## src/rtl/bnr_pkg.sv

```systemverilog
package bnr_pkg;
  typedef enum logic [1:0] {K_NONE, K_JREG, K_JABS, K_COND} kind_e;
  typedef enum logic [3:0] {
    C_LTZ, C_GEZ, C_LEZ, C_GTZ, C_EQ, C_NE, C_FPF, C_FPT, C_POS, C_BCLR, C_BSET
  } cond_e;

  typedef struct packed {
    kind_e      kind;
    cond_e      cond;
    logic       link;
    logic       link_rd;
    logic       dsp;
    logic [5:0] bit_idx;
  } dec_t;

  localparam logic [5:0] OP_SPECIAL = 6'd0;
  localparam logic [5:0] OP_REGIMM  = 6'd1;
  localparam logic [5:0] OP_J       = 6'd2;
  localparam logic [5:0] OP_JAL     = 6'd3;
  localparam logic [5:0] OP_BEQ     = 6'd4;
  localparam logic [5:0] OP_BNE     = 6'd5;
  localparam logic [5:0] OP_BLEZ    = 6'd6;
  localparam logic [5:0] OP_BGTZ    = 6'd7;
  localparam logic [5:0] OP_COP1    = 6'd17;
  localparam logic [5:0] OP_BEQL    = 6'd20;
  localparam logic [5:0] OP_BNEL    = 6'd21;
  localparam logic [5:0] OP_BLEZL   = 6'd22;
  localparam logic [5:0] OP_BGTZL   = 6'd23;
  localparam logic [5:0] OP_TST0_LO = 6'd50;
  localparam logic [5:0] OP_TST0_HI = 6'd54;
  localparam logic [5:0] OP_TST1_LO = 6'd58;
  localparam logic [5:0] OP_TST1_HI = 6'd62;

  localparam logic [5:0] FN_JR      = 6'd8;
  localparam logic [5:0] FN_JALR    = 6'd9;
  localparam logic [4:0] RS_BC1     = 5'd8;
  localparam logic [4:0] RT_POSGE   = 5'd28;
  localparam logic [4:0] LINK_REG   = 5'd31;

  localparam int unsigned FP_CC0_BIT  = 23;
  localparam int unsigned FP_CCN_BASE = 24;
endpackage

```

## src/rtl/bnr_decode.sv

```systemverilog
module bnr_decode
  import bnr_pkg::*;
#(
  parameter bit EXT_EN = 1'b1
) (
  input  logic [31:0] instr_i,
  output dec_t        dec_o
);
  logic [5:0] op, fn;
  logic [4:0] rsf, rt;
  logic [2:0] cc;
  logic       unused_bits;

  assign op  = instr_i[31:26];
  assign rsf = instr_i[25:21];
  assign rt  = instr_i[20:16];
  assign fn  = instr_i[5:0];
  assign cc  = rt[4:2];
  assign unused_bits = ^instr_i[15:6];

  dec_t ext_dec;
  logic ext_hit;

  generate
    if (EXT_EN) begin : g_ext
      always_comb begin
        ext_hit = 1'b0;
        ext_dec = '0;
        ext_dec.kind = K_COND;
        case (op)
          OP_TST0_LO: begin ext_hit = 1'b1; ext_dec.cond = C_BCLR; ext_dec.bit_idx = {1'b0, rt}; end
          OP_TST0_HI: begin ext_hit = 1'b1; ext_dec.cond = C_BCLR; ext_dec.bit_idx = {1'b1, rt}; end
          OP_TST1_LO: begin ext_hit = 1'b1; ext_dec.cond = C_BSET; ext_dec.bit_idx = {1'b0, rt}; end
          OP_TST1_HI: begin ext_hit = 1'b1; ext_dec.cond = C_BSET; ext_dec.bit_idx = {1'b1, rt}; end
          OP_REGIMM: if (rt == RT_POSGE) begin
            ext_hit = 1'b1; ext_dec.cond = C_POS; ext_dec.dsp = 1'b1;
          end
          default: ;
        endcase
      end
    end else begin : g_noext
      assign ext_hit = 1'b0;
      assign ext_dec = '0;
    end
  endgenerate

  always_comb begin
    dec_o = '0;
    case (op)
      OP_SPECIAL: begin
        if (fn == FN_JR) dec_o.kind = K_JREG;
        else if (fn == FN_JALR) begin
          dec_o.kind = K_JREG; dec_o.link = 1'b1; dec_o.link_rd = 1'b1;
        end
      end
      OP_REGIMM: begin
        case (rt)
          5'd0, 5'd2:   begin dec_o.kind = K_COND; dec_o.cond = C_LTZ; end
          5'd1, 5'd3:   begin dec_o.kind = K_COND; dec_o.cond = C_GEZ; end
          5'd16, 5'd18: begin dec_o.kind = K_COND; dec_o.cond = C_LTZ; dec_o.link = 1'b1; end
          5'd17, 5'd19: begin dec_o.kind = K_COND; dec_o.cond = C_GEZ; dec_o.link = 1'b1; end
          default: ;
        endcase
      end
      OP_J:   dec_o.kind = K_JABS;
      OP_JAL: begin dec_o.kind = K_JABS; dec_o.link = 1'b1; end
      OP_BEQ, OP_BEQL:   begin dec_o.kind = K_COND; dec_o.cond = C_EQ;  end
      OP_BNE, OP_BNEL:   begin dec_o.kind = K_COND; dec_o.cond = C_NE;  end
      OP_BLEZ, OP_BLEZL: begin dec_o.kind = K_COND; dec_o.cond = C_LEZ; end
      OP_BGTZ, OP_BGTZL: begin dec_o.kind = K_COND; dec_o.cond = C_GTZ; end
      OP_COP1: if (rsf == RS_BC1) begin
        dec_o.kind = K_COND;
        dec_o.cond = rt[0] ? C_FPT : C_FPF;
        // status bit 24 is skipped: cc0 -> 23, ccN -> 24+N
        dec_o.bit_idx = (cc == 3'd0) ? 6'(FP_CC0_BIT) : 6'(FP_CCN_BASE) + {3'd0, cc};
      end
      default: ;
    endcase
    if (ext_hit) dec_o = ext_dec;
  end
endmodule

```

## src/rtl/bnr_cond.sv

```systemverilog
module bnr_cond
  import bnr_pkg::*;
#(
  parameter int unsigned XLEN     = 64,
  parameter int unsigned FCSR_W   = 32,
  parameter int unsigned POS_W    = 6,
  parameter int unsigned POS_THR  = 32
) (
  input  dec_t              dec_i,
  input  logic [XLEN-1:0]   rs_i,
  input  logic [XLEN-1:0]   rt_i,
  input  logic [FCSR_W-1:0] fcsr_i,
  input  logic [POS_W-1:0]  pos_i,
  output logic              taken_o
);
  localparam int unsigned FIDX_W = $clog2(FCSR_W);
  localparam int unsigned XIDX_W = $clog2(XLEN);

  logic neg, zero, fbit, xbit;
  assign neg  = rs_i[XLEN-1];
  assign zero = (rs_i == '0);
  assign fbit = fcsr_i[dec_i.bit_idx[FIDX_W-1:0]];
  assign xbit = rs_i[dec_i.bit_idx[XIDX_W-1:0]];

  always_comb begin
    case (dec_i.cond)
      C_LTZ:   taken_o = neg;
      C_GEZ:   taken_o = !neg;
      C_LEZ:   taken_o = neg || zero;
      C_GTZ:   taken_o = !neg && !zero;
      C_EQ:    taken_o = (rs_i == rt_i);
      C_NE:    taken_o = (rs_i != rt_i);
      C_FPF:   taken_o = !fbit;
      C_FPT:   taken_o = fbit;
      C_POS:   taken_o = (pos_i >= POS_W'(POS_THR));
      C_BCLR:  taken_o = !xbit;
      C_BSET:  taken_o = xbit;
      default: taken_o = 1'b0;
    endcase
  end
endmodule

```

## src/rtl/bnr_target.sv

```systemverilog
module bnr_target #(
  parameter int unsigned PC_W  = 32,
  parameter int unsigned IMM_W = 16,
  parameter int unsigned JT_W  = 26
) (
  input  logic [PC_W-1:0] pc_i,
  input  logic [31:0]     instr_i,
  input  logic [PC_W-1:0] rs_i,
  output logic [PC_W-1:0] seq_o,
  output logic [PC_W-1:0] fall_o,
  output logic [PC_W-1:0] br_o,
  output logic [PC_W-1:0] jabs_o,
  output logic [PC_W-1:0] jreg_o
);
  localparam int unsigned REGION_LSB = JT_W + 2;

  logic [IMM_W-1:0] imm;
  logic [PC_W-1:0]  off;
  logic             unused_hi;

  assign imm    = instr_i[IMM_W-1:0];
  assign off    = {{(PC_W-IMM_W-2){imm[IMM_W-1]}}, imm, 2'b00};
  assign seq_o  = pc_i + PC_W'(4);
  assign fall_o = pc_i + PC_W'(8);
  assign br_o   = seq_o + off;
  assign jabs_o = {seq_o[PC_W-1:REGION_LSB], instr_i[JT_W-1:0], 2'b00};
  assign jreg_o = rs_i;
  assign unused_hi = ^instr_i[31:JT_W];
endmodule

```

## src/rtl/branch_npc_resolver.sv

```systemverilog
module branch_npc_resolver
  import bnr_pkg::*;
#(
  parameter bit          EXT_EN  = 1'b1,
  parameter int unsigned PC_W    = 32,
  parameter int unsigned XLEN    = 64,
  parameter int unsigned FCSR_W  = 32,
  parameter int unsigned POS_W   = 6,
  parameter int unsigned POS_THR = 32
) (
  input  logic              clk_i,
  input  logic              rst_ni,
  input  logic              valid_i,
  input  logic [PC_W-1:0]   pc_i,
  input  logic [31:0]       instr_i,
  input  logic [XLEN-1:0]   rs_val_i,
  input  logic [XLEN-1:0]   rt_val_i,
  input  logic [FCSR_W-1:0] fcsr_i,
  input  logic [POS_W-1:0]  dsp_pos_i,
  input  logic              dsp_avail_i,
  output logic              valid_o,
  output logic [PC_W-1:0]   next_pc_o,
  output logic              taken_o,
  output logic              link_we_o,
  output logic [4:0]        link_idx_o,
  output logic [PC_W-1:0]   link_val_o,
  output logic              misalign_o,
  output logic              dsp_fault_o,
  output logic              invalid_o
);
  dec_t            dec;
  logic            cond_tk;
  logic [PC_W-1:0] seq, fall, br, jabs, jreg;

  bnr_decode #(.EXT_EN(EXT_EN)) u_dec (.instr_i(instr_i), .dec_o(dec));

  bnr_cond #(
    .XLEN(XLEN), .FCSR_W(FCSR_W), .POS_W(POS_W), .POS_THR(POS_THR)
  ) u_cond (
    .dec_i(dec), .rs_i(rs_val_i), .rt_i(rt_val_i),
    .fcsr_i(fcsr_i), .pos_i(dsp_pos_i), .taken_o(cond_tk)
  );

  bnr_target #(.PC_W(PC_W)) u_tgt (
    .pc_i(pc_i), .instr_i(instr_i), .rs_i(rs_val_i[PC_W-1:0]),
    .seq_o(seq), .fall_o(fall), .br_o(br), .jabs_o(jabs), .jreg_o(jreg)
  );

  logic            n_mis, n_dspf, n_inv, n_tk, n_lwe;
  logic [PC_W-1:0] n_pc, n_lval;
  logic [4:0]      n_lidx;

  always_comb begin
    n_mis  = 1'b0;
    n_dspf = 1'b0;
    n_inv  = 1'b0;
    n_tk   = 1'b0;
    n_pc   = pc_i;
    if (|pc_i[1:0]) begin
      n_mis = 1'b1;
    end else if (dec.kind == K_NONE) begin
      n_inv = 1'b1;
      n_pc  = seq;
    end else if (dec.dsp && !dsp_avail_i) begin
      n_dspf = 1'b1;
    end else begin
      case (dec.kind)
        K_JREG:  begin n_tk = 1'b1; n_pc = jreg; end
        K_JABS:  begin n_tk = 1'b1; n_pc = jabs; end
        default: begin n_tk = cond_tk; n_pc = cond_tk ? br : fall; end
      endcase
    end
    n_lwe  = dec.link && !(n_mis || n_dspf || n_inv);
    n_lidx = n_lwe ? (dec.link_rd ? instr_i[15:11] : LINK_REG) : 5'd0;
    n_lval = n_lwe ? fall : '0;
  end

  logic [PC_W-1:0] pc_q;
  logic            arm_q;

  always_ff @(posedge clk_i or negedge rst_ni) begin
    if (!rst_ni) begin
      valid_o     <= 1'b0;
      arm_q       <= 1'b0;
      pc_q        <= '0;
      next_pc_o   <= '0;
      taken_o     <= 1'b0;
      link_we_o   <= 1'b0;
      link_idx_o  <= '0;
      link_val_o  <= '0;
      misalign_o  <= 1'b0;
      dsp_fault_o <= 1'b0;
      invalid_o   <= 1'b0;
    end else begin
      valid_o <= valid_i;
      arm_q   <= 1'b1;
      if (valid_i) begin
        pc_q        <= pc_i;
        next_pc_o   <= n_pc;
        taken_o     <= n_tk;
        link_we_o   <= n_lwe;
        link_idx_o  <= n_lidx;
        link_val_o  <= n_lval;
        misalign_o  <= n_mis;
        dsp_fault_o <= n_dspf;
        invalid_o   <= n_inv;
      end
    end
  end

  logic any_fault;
  assign any_fault = misalign_o || dsp_fault_o || invalid_o;

  p_valid_lat_r11: assert property (@(posedge clk_i) disable iff (!rst_ni)
    arm_q |-> (valid_o == $past(valid_i)));

  p_hold_r11: assert property (@(posedge clk_i) disable iff (!rst_ni)
    (arm_q && !$past(valid_i)) |-> ($stable(next_pc_o) && $stable(link_we_o)));

  p_fault_onehot_r1: assert property (@(posedge clk_i) disable iff (!rst_ni)
    valid_o |-> $onehot0({misalign_o, dsp_fault_o, invalid_o}));

  p_fault_no_link_r12: assert property (@(posedge clk_i) disable iff (!rst_ni)
    (valid_o && any_fault) |-> (!link_we_o && !taken_o));

  p_fall_pc8_r2: assert property (@(posedge clk_i) disable iff (!rst_ni)
    (valid_o && !any_fault && !taken_o) |-> (next_pc_o == pc_q + PC_W'(8)));

  p_misalign_hold_r1: assert property (@(posedge clk_i) disable iff (!rst_ni)
    (valid_o && misalign_o) |-> (next_pc_o == pc_q));
endmodule

```

## config.mk

```make
export PLATFORM = sky130hd
export DESIGN_NAME = branch_npc_resolver
export DESIGN_NICKNAME = d
export VERILOG_FILES = /design/src/rtl/bnr_pkg.sv /design/src/rtl/bnr_decode.sv /design/src/rtl/bnr_cond.sv /design/src/rtl/bnr_target.sv /design/src/rtl/branch_npc_resolver.sv
export SDC_FILE = /design/constraint.sdc
export NUM_CORES = 1
export LEC_CHECK = 0
export BUFFER_PORTS_ARGS = -buffer_cell sky130_fd_sc_hd__buf_4
export CORE_ASPECT_RATIO = 1.1
export CORE_MARGIN = 3
export CORE_UTILIZATION = 40
export CTS_CLUSTER_SIZE = 25
export DETAILED_ROUTE_END_ITERATION = 16
export PLACE_DENSITY = 0.66
export SLEW_MARGIN = 20
export SYNTH_ARGS = -nofsm -noshare
export SYNTH_HDL_FRONTEND = slang
export SYNTH_SLANG_ARGS = --single-unit
```

## constraint.sdc

```tcl
create_clock -name clk_i -period 2.2 [get_ports clk_i]
set_input_delay 0.11 -clock clk_i [delete_from_list [all_inputs] [get_ports clk_i]]
set_output_delay 0.11 -clock clk_i [all_outputs]
set_load 0.02 [all_outputs]
```

==> results of run 1 <==
==> worst max-delay path by stage <==
stage,from,to,slack (ps),cells after the start
global placement,instr_i[25],next_pc_o[5],-1610,14
floorplan,pc_i[11],next_pc_o[31],-1330,19
detailed placement,pc_i[11],next_pc_o[31],-1680,18
global route,pc_i[9],next_pc_o[25],-1310,21
finish,pc_i[3],next_pc_o[31],-1210,19
CTS,instr_i[23],next_pc_o[10],-1100,14
==> cell usage after synthesis (all sizes together) (9+ instances only) <==
library cell | count | area, µm²
a211oi | 9 | 82.6
nor4 | 38 | 238
a22oi | 18 | 135
nor3 | 25 | 130
xor2 | 33 | 289
o22ai | 13 | 81.3
o21ai | 58 | 290
nand3 | 43 | 220
inv | 23 | 86.3
buf | 18 | 114
xnor2 | 108 | 946
a21oi | 70 | 350
mux2 | 12 | 139
nor2 | 92 | 345
a221oi | 25 | 219
o2bb2ai | 36 | 315
and3 | 12 | 80.1
nand4 | 43 | 269
o31ai | 11 | 82.6
a21o | 12 | 90.1
a31oi | 16 | 100
dfrtp | 75 | 1880
mux2i | 37 | 370
ha | 34 | 425
nand2 | 79 | 314
clkbuf | 62 | 233
a22o | 15 | 131
==> state kept, by name (all words and copies together), names as in the netlist <==
register and flops:
taken_o 1, valid_o 1, link_idx_o 5, link_val_o 32
next_pc_o 32, invalid_o 1, misalign_o 1, link_we_o 1
dsp_fault_o 1
==> where the power goes <==
group          leakage (nW)  internal, W  total [W]  switching [W]
Sequential            0.970      0.00147    0.00155      0.0000810
Combinational          6.58      0.00172    0.00363        0.00191
Clock                 0.151     0.000924    0.00164       0.000718
==> repair_timing <==
item | 4_1_cts | 5_1_grt
hold buffers | 1 | 0
cloned | 6 | 4
resized for setup | 131 | 109
pin swaps | 74 | 70
endpoints found under the hold margin | 35 | 0
setup buffers | 30 | 16
endpoints found under the setup margin | 70 | 70
==> area by class of cell <==
class / instances / share of cell area, %
clock inverters: 6 / 0.413
repair buffers: 763 / 35.9
flip-flops and latches: 75 / 10.9
clock buffers: 10 / 1.39
inverters: 25 / 0.587
multi-input cells: 977 / 48.7
well taps: 295 / 2.14
==> cells in the final DEF (no fill, tap or decap), drive strengths merged, types with 6 or more instances in the layout <==
cell type / instances
a22o: 15
dfrtp: 75
nor4: 38
or3: 8
nand4: 43
o22ai: 13
a21oi: 70
o21ai: 58
and3: 12
a22oi: 18
a31oi: 16
nor2b: 8
a21o: 12
or4: 7
a221oi: 25
a21boi: 6
xor2: 33
nand3: 43
buf: 759
a211oi: 9
mux2: 14
nand2: 79
a211o: 8
ha: 34
xnor2: 108
nor2: 92
inv: 26
nor3: 25
o211ai: 8
o2bb2ai: 36
clkbuf: 13
mux2i: 37
a311oi: 6
o31ai: 11
==> per-stage QoR <==
step,power (W),setup TNS (ps),cell area [µm²],setup WS (ps)
2_1_floorplan,0.00293,-38860,9730,-1330
3_3_place_gp,0.00461,-71610,15100,-1610
3_5_place_dp,0.00463,-74710,15100,-1680
4_1_cts,0.00648,-41550,16400,-1100
5_1_grt,0.00699,-52920,17300,-1310
6_report,0.00682,-46400,17300,-1210
==> per-layer routing <==
layer / routed length, µm / share of wire, % / vias to the layer above
met2: 27200 / 45 / 1229
met4: 5420 / 9.0 / 0
met5: 0 / 0 / -
met1: 20300 / 34 / 6539
li1: - / - / 5840
met3: 6970 / 12 / 357
==> worst register-to-register path: stages, from the launching register on <==
cell     delay [ps]
dfrtp_1         430
a21oi_1         300
nor3_1          100
a21oi_1         230
o41ai_2         110
==> logic make-up (layout without fill, tap and decap cells) <==
| group | Yosys count | after routing | synth area share (%) |
|---|---|---|---|
| mux | 50 | 52 | 5.83 |
| fa+ha+maj | 35 | 35 | 4.88 |
| simple gates | 389 | 389 | 22.3 |
| buf+inv | 105 | 804 | 4.82 |
| flops | 75 | 75 | 20.6 |
| compound gates | 360 | 360 | 28.0 |
| xor+xnor | 141 | 141 | 13.5 |
==> out/qor.csv, run 1 <==
stage,metric,value,unit
run_status,status,"finished, violations left",
run_status,violations,negative setup slack,
cells_and_area,regArea,1880,µm²
grt,grtUsageMet2,71.9,%
grt,use_met3,8.59,%
worst_hold_path,whs_endpoint,next_pc_o[0],
sta,fmax,293,MHz
critical_path,reg2regPathDepth,4,
critical_path,rr_endpoint,next_pc_o[17],
critical_path,crit_type,primary input to flop,
route,wire_per_inst,27.8,µm
clocking,cts_buffer_depth,2,
critical_path,crit_path_frequent_cell,a21o_1,
clocking,numCtsBuffers,9,
route,first_pass_iters,7,
cells_and_area,num_antenna_cells,0,
clocking,cts.clk_slew.worst_paths,70,ps
floorplanning,die_h,164,µm
critical_path,reg2reg_slack,910,ps
sta,rsz0062_at_grt,yes,
sta,max_slew_margin,57.3,%
synth,ys.flop_type,dfrtp_1,
critical_path,cpPeakStageDelay,420,ps
clocking,cts.sinks,75,
grt,grt_pass1_vias,13431,
grt,antenna_found_initial,0,
sta,timing.hold.ws,49.1,ps
sta,report.final.setup_viol,70,
power,vdd_drop_max,0.326,mV
cells_and_area,syn2layout_area_growth,89.0,%
route,ant_nets,0,
route,drt_iter0_drc,1607,
sta,fin_crit,3410,ps
floorplanning,fp.dieArea,24700,µm²
cells_and_area,drive_gt1_share,53.2,%
synth,ys_warn_count,0,
floorplanning,start_util,41.0,%
cells_and_area,final_util,77.5,%
synth,synth_edf_count,0,
sta,fin_crit_sh,155,%
synth,synth_cells,1155,
sta,finalHoldViolCount,0,
grt,grt_pass1_wl,79.7,mm
grt,met1_usage,50.6,%
worst_hold_path,min_from,pc_i[0],
critical_path,critical_path.max_fanout,4,
critical_path,cp_num_buf_inv,2,
clocking,cts_tree,yes,
critical_path,worstReg2RegStart,next_pc_o[17],
placement,io_buffers,303,
cells_and_area,fill_cells,1558,
synth,seq_area_frac_synth,20.6,%
floorplanning,num_rows,57,
clocking,cts.htree.levels,3,
synth,synth-seq-cells,75,
power,p_leak,7.70,nW
synth,yosysUniqueCellTypes,81,
sta,skew,0,ps
clocking,root_buffer,clkbuf_16,
synth,syn_nets,1424,
route,vias,13965,
grt,gr-usage-all-layers,43.0,%
sta,worstMarginPinSlew,636,ps
flow_run,max_cap_violations,0,
grt,grt_max_degree,52,
sta,slew_violations,0,
grt,top_usage_layer,met2,
sta,fin_ws,-1210,ps
floorplanning,core_area,22300,µm²
clocking,clock_latency,350,ps
placement,hpwl,43.2,mm
floorplanning,ios,309,
placement,globalplace.congestion,1.04,
cells_and_area,layout.cells.non_filler,2151,
route,viasPerCell,6.49,
critical_path,path_delay_family,compound AO/OA/AOI/OAI gates,
route,drt_wl_total,59.9,mm
cells_and_area,nets,2120,
synth,syn_area_per_cell,7.90,µm²
floorplanning,die_w,150,µm
grt,gr-total-overflow,0,
worst_hold_path,holdCritPathClass,primary input to flop,
worst_hold_path,whs_path_depth,3,
critical_path,cp_slowest_cell,or3_4,
synth,netlist_area,9130,µm²
critical_path,endpoint_kind,flop,
critical_path,cp-start-kind,primary input,
synth,ys_async_sr_fraction,100,%
critical_path,cp_cell_sequence,buf_12 -> ha_4 -> nand3_4 -> or3_4 -> nor2_4 -> xor2_2 -> ha_4 -> a21o_1 -> a21o_1 -> a21o_1 -> a211oi_2 -> buf_4 -> a31oi_4 -> o311ai_4 -> a21oi_2 -> o21a_1 -> nor2_2 -> xnor2_1 -> a41o_1,
critical_path,cp.required,2450,ps
placement,dp_cells,2083,
route,drcViolationCount,0,
cells_and_area,multi_input_area,8400,µm²
power,power_density,395,nW/µm²
critical_path,arrival,3660,ps
Note: power is estimated with default switching activity, not from simulation.
==> inputs of run 2 (changes only) <==
--- a/config.mk
+++ b/config.mk
@@ -11,6 +11,7 @@
 export CORE_UTILIZATION = 40
 export CTS_CLUSTER_SIZE = 25
 export DETAILED_ROUTE_END_ITERATION = 16
+export MAX_ROUTING_LAYER = met4
 export PLACE_DENSITY = 0.66
 export SLEW_MARGIN = 20
 export SYNTH_ARGS = -nofsm -noshare
==> run 2 against run 1 <==
  * The run still ends with negative setup slack left
  * Clock skew unchanged
  * Via count increased by 3.3%
  * Utilization increased by 2.9 points
  * First-iteration DRC count increased by 32%
  * Critical path depth unchanged
  * Fmax decreased by 5.5%
  * Sequential power about the same
  * Setup slack got worse by 200 ps
  * Register-to-register slack improved by 70 ps
  * Sequential cell count unchanged
  * Critical path type unchanged
  * Critical endpoint is now next_pc_o[21]
==> out/qor.csv, run 2 (synthesis gave the netlist of run 1 again) <==
stage,metric,value,unit
sta,skew,0,ps
sta,slew_violations,0,
critical_path,reg2reg_slack,980,ps
sta,fin_crit,3610,ps
cells_and_area,num_antenna_cells,0,
floorplanning,num_rows,57,
placement,dp_cells,2092,
clocking,cts.clk_slew.worst_paths,70,ps
clocking,cts.sinks,75,
power,p_int,0.00427,W
cells_and_area,reg_top3,"link_val_o (32), next_pc_o (32), link_idx_o (5)",
critical_path,cp.required,2440,ps
route,drt_wl_total,63.0,mm
critical_path,cp_cell_sequence,buf_12 -> ha_4 -> nand3_4 -> or3_4 -> or2_4 -> xnor2_1 -> ha_1 -> and4_1 -> and2_4 -> nand4_1 -> nand3b_1 -> buf_4 -> a21oi_2 -> o21a_1 -> buf_4 -> a311oi_1 -> a31oi_1 -> o21ai_1 -> a31oi_1,
cells_and_area,layout.cells.non_filler,2198,
route,ant_nets,0,
clocking,root_buffer,clkbuf_16,
run_status,status,"finished, violations left",
critical_path,cp_slowest_cell,or3_4,
critical_path,critical_path.max_fanout,4,
critical_path,cp-start-kind,primary input,
grt,grt_max_degree,41,
sta,fin_crit_sh,164,%
grt,gr-total-overflow,0,
power,seqPwrFrac,22.0,%
cells_and_area,drive_gt1_share,54.9,%
cells_and_area,final_common_cell,buf_4,
route,wire_per_inst,28.7,µm
floorplanning,die_w,150,µm
clocking,cts_buffer_depth,2,
power,p_sw_share,39.6,%
route,viasPerCell,6.56,
sta,max_slew_margin,53.0,%
clocking,cts_tree,yes,
power,vdd_drop_max,0.424,mV
placement,hpwl,43.8,mm
grt,gr-usage-all-layers,46.2,%
placement,io_buffers,303,
critical_path,endpoint_kind,flop,
run_status,violations,negative setup slack,
flow_run,max_cap_violations,0,
sta,worstMarginPinSlew,700,ps
floorplanning,core_area,22300,µm²
sta,fin_ws,-1410,ps
cells_and_area,mostFrequentLayoutCells,"731 x buf_4, 97 x xnor2_1, 83 x nor2_1",
route,drcViolationCount,0,
placement,globalplace.congestion,1.05,
sta,fmax,277,MHz
critical_path,crit_type,primary input to flop,
clocking,numCtsBuffers,9,
critical_path,arrival,3840,ps
floorplanning,fp.dieArea,24700,µm²
floorplanning,ios,309,
sta,setup_tns,-44310,ps
grt,grt_pass1_vias,14051,
power,p_leak,8.01,nW
cells_and_area,syn2layout_area_growth,96.1,%
worst_hold_path,holdCritPathClass,primary input to flop,
route,vias,14428,
floorplanning,die_h,164,µm
clocking,cts.htree.levels,3,
power,pwr-share-comb,54.1,%
sta,report.final.setup_viol,69,
sta,rsz0062_at_grt,yes,
grt,antenna_found_initial,0,
power,power_density,394,nW/µm²
critical_path,cpPeakStageDelay,370,ps
power,p_clk_share,23.9,%
sta,finalHoldViolCount,0,
route,first_pass_iters,9,
power,power_switching,0.00279,W
placement,dp_slack,-1680,ps
route,drt_iter0_drc,2121,
cells_and_area,nets,2168,
clocking,clock_latency,330,ps
grt,grt_pass1_wl,83.4,mm
floorplanning,start_util,41.0,%
run 2: cell types whose count changed in the layout (fill, tap and decap cells not counted), moves of 3 or more:
cell / delta
buf_16: +3
buf_4: +29
buf_6: +14
mux2i_1: -4
mux2i_4: +3
nor2_1: +3
nor4_1: +5
nor4_4: -4
o2bb2ai_2: -5
o2bb2ai_4: +5
run 2: metal layers:
| layer | vias to the layer above | GRT usage [%] | routed length (µm) |
|---|---|---|---|
| li1 | 5915 | - | - |
| met1 | 6721 | 51.1 | 20800 |
| met2 | 1305 | 74.1 | 28200 |
| met3 | 487 | 10.4 | 7930 |
| met4 | 0 | 31.8 | 6140 |
| met5 | - | - | 0 |
run 2: worst max-delay path: cells and delay by family:
family | cells | cell delay, ps
AND/OR/NAND/NOR | 7 | 1490
XOR/XNOR | 1 | 170
buffers and inverters | 3 | 470
AO/OA/AOI/OAI | 6 | 1090
adder cells (fa/ha/maj) | 2 | 480
run 2: stage by stage:
step	power, W	utilization (%)	hold WS, ps	instance area (µm²)
2_1_floorplan	0.00293	-	-186	9730
6_report	0.00706	80.4	63.9	17900
4_1_cts	0.00656	76.6	57.9	17100
3_3_place_gp	0.00463	68.0	130	15100
3_5_place_dp	0.00466	68.0	138	15100
5_1_grt	0.00721	80.4	73.2	17900
run 2: final cells by class:
cell class              count  area (µm²)
clock buffers               9         225
clock inverters             6        88.8
fillers                  1453        4350
inverters                  25         106
multi-input cells         978        8560
flip-flops and latches     75        1880
well taps                 295         369
repair buffers            810        6670
run 2: timing repair:
item                                   CTS  global route
endpoints found under the hold margin   38             0
setup endpoints to repair               70            71
pin swaps                               91            99
cloned                                  11             1
gates resized for setup                172           117
hold buffers                             1             0
buffers inserted                        59            29
run 2: worst paths after layout:
kind	from	to	cells past startpoint
max	pc_i[3]	next_pc_o[21]	19
min	pc_i[0]	next_pc_o[0]	3
max reg2reg	next_pc_o[8]	next_pc_o[8]	3
min reg2reg	link_val_o[3]	link_val_o[3]	1
max in group asynchronous	rst_ni	next_pc_o[29]	3
min in group asynchronous	rst_ni	link_val_o[30]	2
run 2: power by group through the flow:
stage	Clock (W)	Combinational (W)	Sequential (W)
global route	0.00172	0.00394	0.00155
global placement	0	0.00306	0.00157
finish	0.00169	0.00382	0.00155
floorplan	0	0.00128	0.00165
CTS	0.00164	0.00338	0.00154
detailed placement	0	0.00309	0.00156
==> inputs of run 3 (changes only) <==
--- a/config.mk
+++ b/config.mk
@@ -12,7 +12,7 @@
 export CTS_CLUSTER_SIZE = 25
 export DETAILED_ROUTE_END_ITERATION = 16
 export MAX_ROUTING_LAYER = met4
-export PLACE_DENSITY = 0.66
+export PLACE_DENSITY = 0.68
 export SLEW_MARGIN = 20
 export SYNTH_ARGS = -nofsm -noshare
 export SYNTH_HDL_FRONTEND = slang
==> constraint.sdc (replaced) <==
create_clock -name clk_i -period 3.2 [get_ports clk_i]
set_input_delay 0.16 -clock clk_i [delete_from_list [all_inputs] [get_ports clk_i]]
set_output_delay 0.16 -clock clk_i [all_outputs]
set_load 0.02 [all_outputs]
==> run 3 against run 2 <==
  * The flow finishes with violations (negative hold slack, negative setup slack)
  * Cell count is 7.1% lower
  * Sequential share of layout area is 1.5 points higher
  * Total power is 36% lower
  * Via count is 10% lower
  * Critical path type unchanged
  * Largest cell class unchanged
  * Highest routed layer unchanged
==> out/qor.csv, run 3 (synthesis gave the netlist of run 1 again) <==
stage,metric,value,unit
sta,rsz0062_at_grt,yes,
route,wire_per_inst,26.4,µm
grt,top_usage_layer,met2,
sta,timing.hold.ws,-25.5,ps
grt,grt_pass1_vias,12486,
power,seqPwrFrac,23.6,%
grt,use_met3,8.42,%
critical_path,critical_path.max_fanout,7,
grt,gr-total-overflow,0,
critical_path,endpoint_kind,flop,
grt,grt_max_degree,76,
critical_path,reg2regPathDepth,4,
sta,fin_crit,3480,ps
cells_and_area,fill_cells,1785,
floorplanning,start_util,41.0,%
placement,io_buffers,303,
power,p_leak,6.94,nW
sta,report.final.setup_viol,28,
clocking,cts-hold-fix-buffers,0,
critical_path,cpPeakStageDelay,520,ps
sta,finalHoldViolCount,33,
route,drt_iter0_drc,1542,
sta,fin_crit_sh,109,%
run_status,status,"finished, violations left",
grt,antenna_found_initial,0,
critical_path,cp-start-kind,primary input,
critical_path,cp.depth,16,
route,drcViolationCount,0,
critical_path,path_delay_family,simple AND/OR/NAND/NOR gates,
grt,grtUsageMet2,65.5,%
power,p_sw_share,39.4,%
critical_path,cp_cell_sequence,buf_8 -> nor4b_4 -> buf_4 -> nand4b_4 -> nand2_8 -> buf_8 -> buf_6 -> mux2i_2 -> o22ai_1 -> or4_4 -> o21ai_4 -> nand3_4 -> clkbuf_16 -> or4_1 -> a311oi_1 -> a211o_1,
power,vdd_drop_max,0.223,mV
sta,fin_ws,-279,ps
clocking,clock_latency,350,ps
clocking,cts_buffer_depth,2,
floorplanning,die_h,164,µm
floorplanning,core_area,22300,µm²
cells_and_area,drive_gt1_share,47.8,%
critical_path,crit_path_frequent_cell,buf_8,
critical_path,crit_type,primary input to flop,
flow_run,max_cap_violations,0,
critical_path,rr_endpoint,next_pc_o[17],
critical_path,arrival,3770,ps
floorplanning,ios,309,
sta,max_slew_margin,31.3,%
clocking,numCtsBuffers,9,
sta,worstMarginPinSlew,1030,ps
placement,dp_slack,-764,ps
cells_and_area,final_common_cell,buf_4,
clocking,root_buffer,clkbuf_16,
sta,slew_violations,0,
clocking,cts.clk_slew.worst_paths,70,ps
power,power_density,287,nW/µm²
grt,met1_usage,50.9,%
power,p_clk_share,24.6,%
route,viasPerCell,6.35,
route,first_pass_iters,6,
placement,hpwl,41.7,mm
route,drt_wl_total,53.8,mm
critical_path,reg2reg_slack,1920,ps
power,p_int,0.00273,W
cells_and_area,num_antenna_cells,0,
floorplanning,num_rows,57,
worst_hold_path,holdCritPathClass,primary input to async pin,
route,ant_nets,0,
grt,grt_pass1_wl,75.8,mm
critical_path,cp.required,3500,ps
cells_and_area,nets,2011,
critical_path,worstSetupStartpoint,instr_i[23],
floorplanning,fp.dieArea,24700,µm²
floorplanning,die_w,150,µm
sta,skew,0,ps
placement,globalplace.congestion,1.03,
power,power_switching,0.00177,W
critical_path,worstReg2RegStart,next_pc_o[17],
sta,fmax,287,MHz
run_status,violations,"negative hold slack, negative setup slack",
power,pwr-share-comb,51.8,%
cells_and_area,mostFrequentLayoutCells,"603 x buf_4, 98 x xnor2_1, 88 x nor2_1",
grt,gr-usage-all-layers,42.0,%
cells_and_area,syn2layout_area_growth,72.1,%
clocking,cts.htree.levels,3,
sta,setup_tns,-3500,ps
cells_and_area,reg_top3,"link_val_o (32), next_pc_o (32), link_idx_o (5)",
route,vias,12967,
critical_path,cp_num_buf_inv,5,
clocking,cts.sinks,75,
critical_path,cp_slowest_cell,or4_4,
clocking,cts_tree,yes,
==> run 3: worst max-delay path by stage <==
stage | slack (ps) | to
final | -280 | next_pc_o[10]
after global routing | -310 | next_pc_o[10]
after CTS | -80 | next_pc_o[15]
after detailed placement | -760 | next_pc_o[31]
after global placement | -760 | next_pc_o[31]
after floorplan | -380 | next_pc_o[31]
==> run 3: timing repair <==
item                                    4_1_cts  5_1_grt
gates cloned                                  3        1
endpoints found under the setup margin       26       31
pin swaps                                    57       72
setup buffers                                27       21
resized for setup                            73      132
==> run 3: metrics by stage <==
stage / instances / total power [W] / util (%) / instance area, µm²
after CTS: 2025 / 0.00426 / 66.7 / 14800
after global routing: 2042 / 0.00466 / 70.6 / 15700
after global placement: 1979 / 0.00307 / 62.8 / 14000
after detailed placement: 1979 / 0.00307 / 62.8 / 14000
final: 2042 / 0.00450 / 70.6 / 15700
after floorplan: 1155 / 0.00198 / - / 9340
==> run 3: cell type report <==
cell class	instances	area, µm²	area share [%]
timing repair buffer	653	5230	33.3
sequential	75	1880	11.9
tap	295	369	2.35
clock inverter	7	80.1	0.510
clock buffer	9	225	1.43
inverter	25	93.8	0.597
multi-input combinational	978	7830	49.9
==> run 3: worst reg2reg max path, stage by stage, from the launching register on <==
cell and delay, ps:
dfrtp_1 390, a21oi_1 340, nor3_1 130, a21oi_2 190, o41ai_4 100
==> run 3: per-layer routing <==
metal	up-vias	share of wire, %
li1	5606	-
met1	6085	36
met2	992	45
met3	284	12
met4	0	7.1
met5	-	0
==> run 3: power by group through the flow <==
| stage | sequential (W) | clock [W] | combinational (W) |
|---|---|---|---|
| 2_1_floorplan | 0.00114 | 0 | 0.000841 |
| 3_3_place_gp | 0.00108 | 0 | 0.00199 |
| 3_5_place_dp | 0.00108 | 0 | 0.00199 |
| 4_1_cts | 0.00106 | 0.00111 | 0.00209 |
| 5_1_grt | 0.00107 | 0.00115 | 0.00244 |
| 6_report | 0.00106 | 0.00111 | 0.00233 |
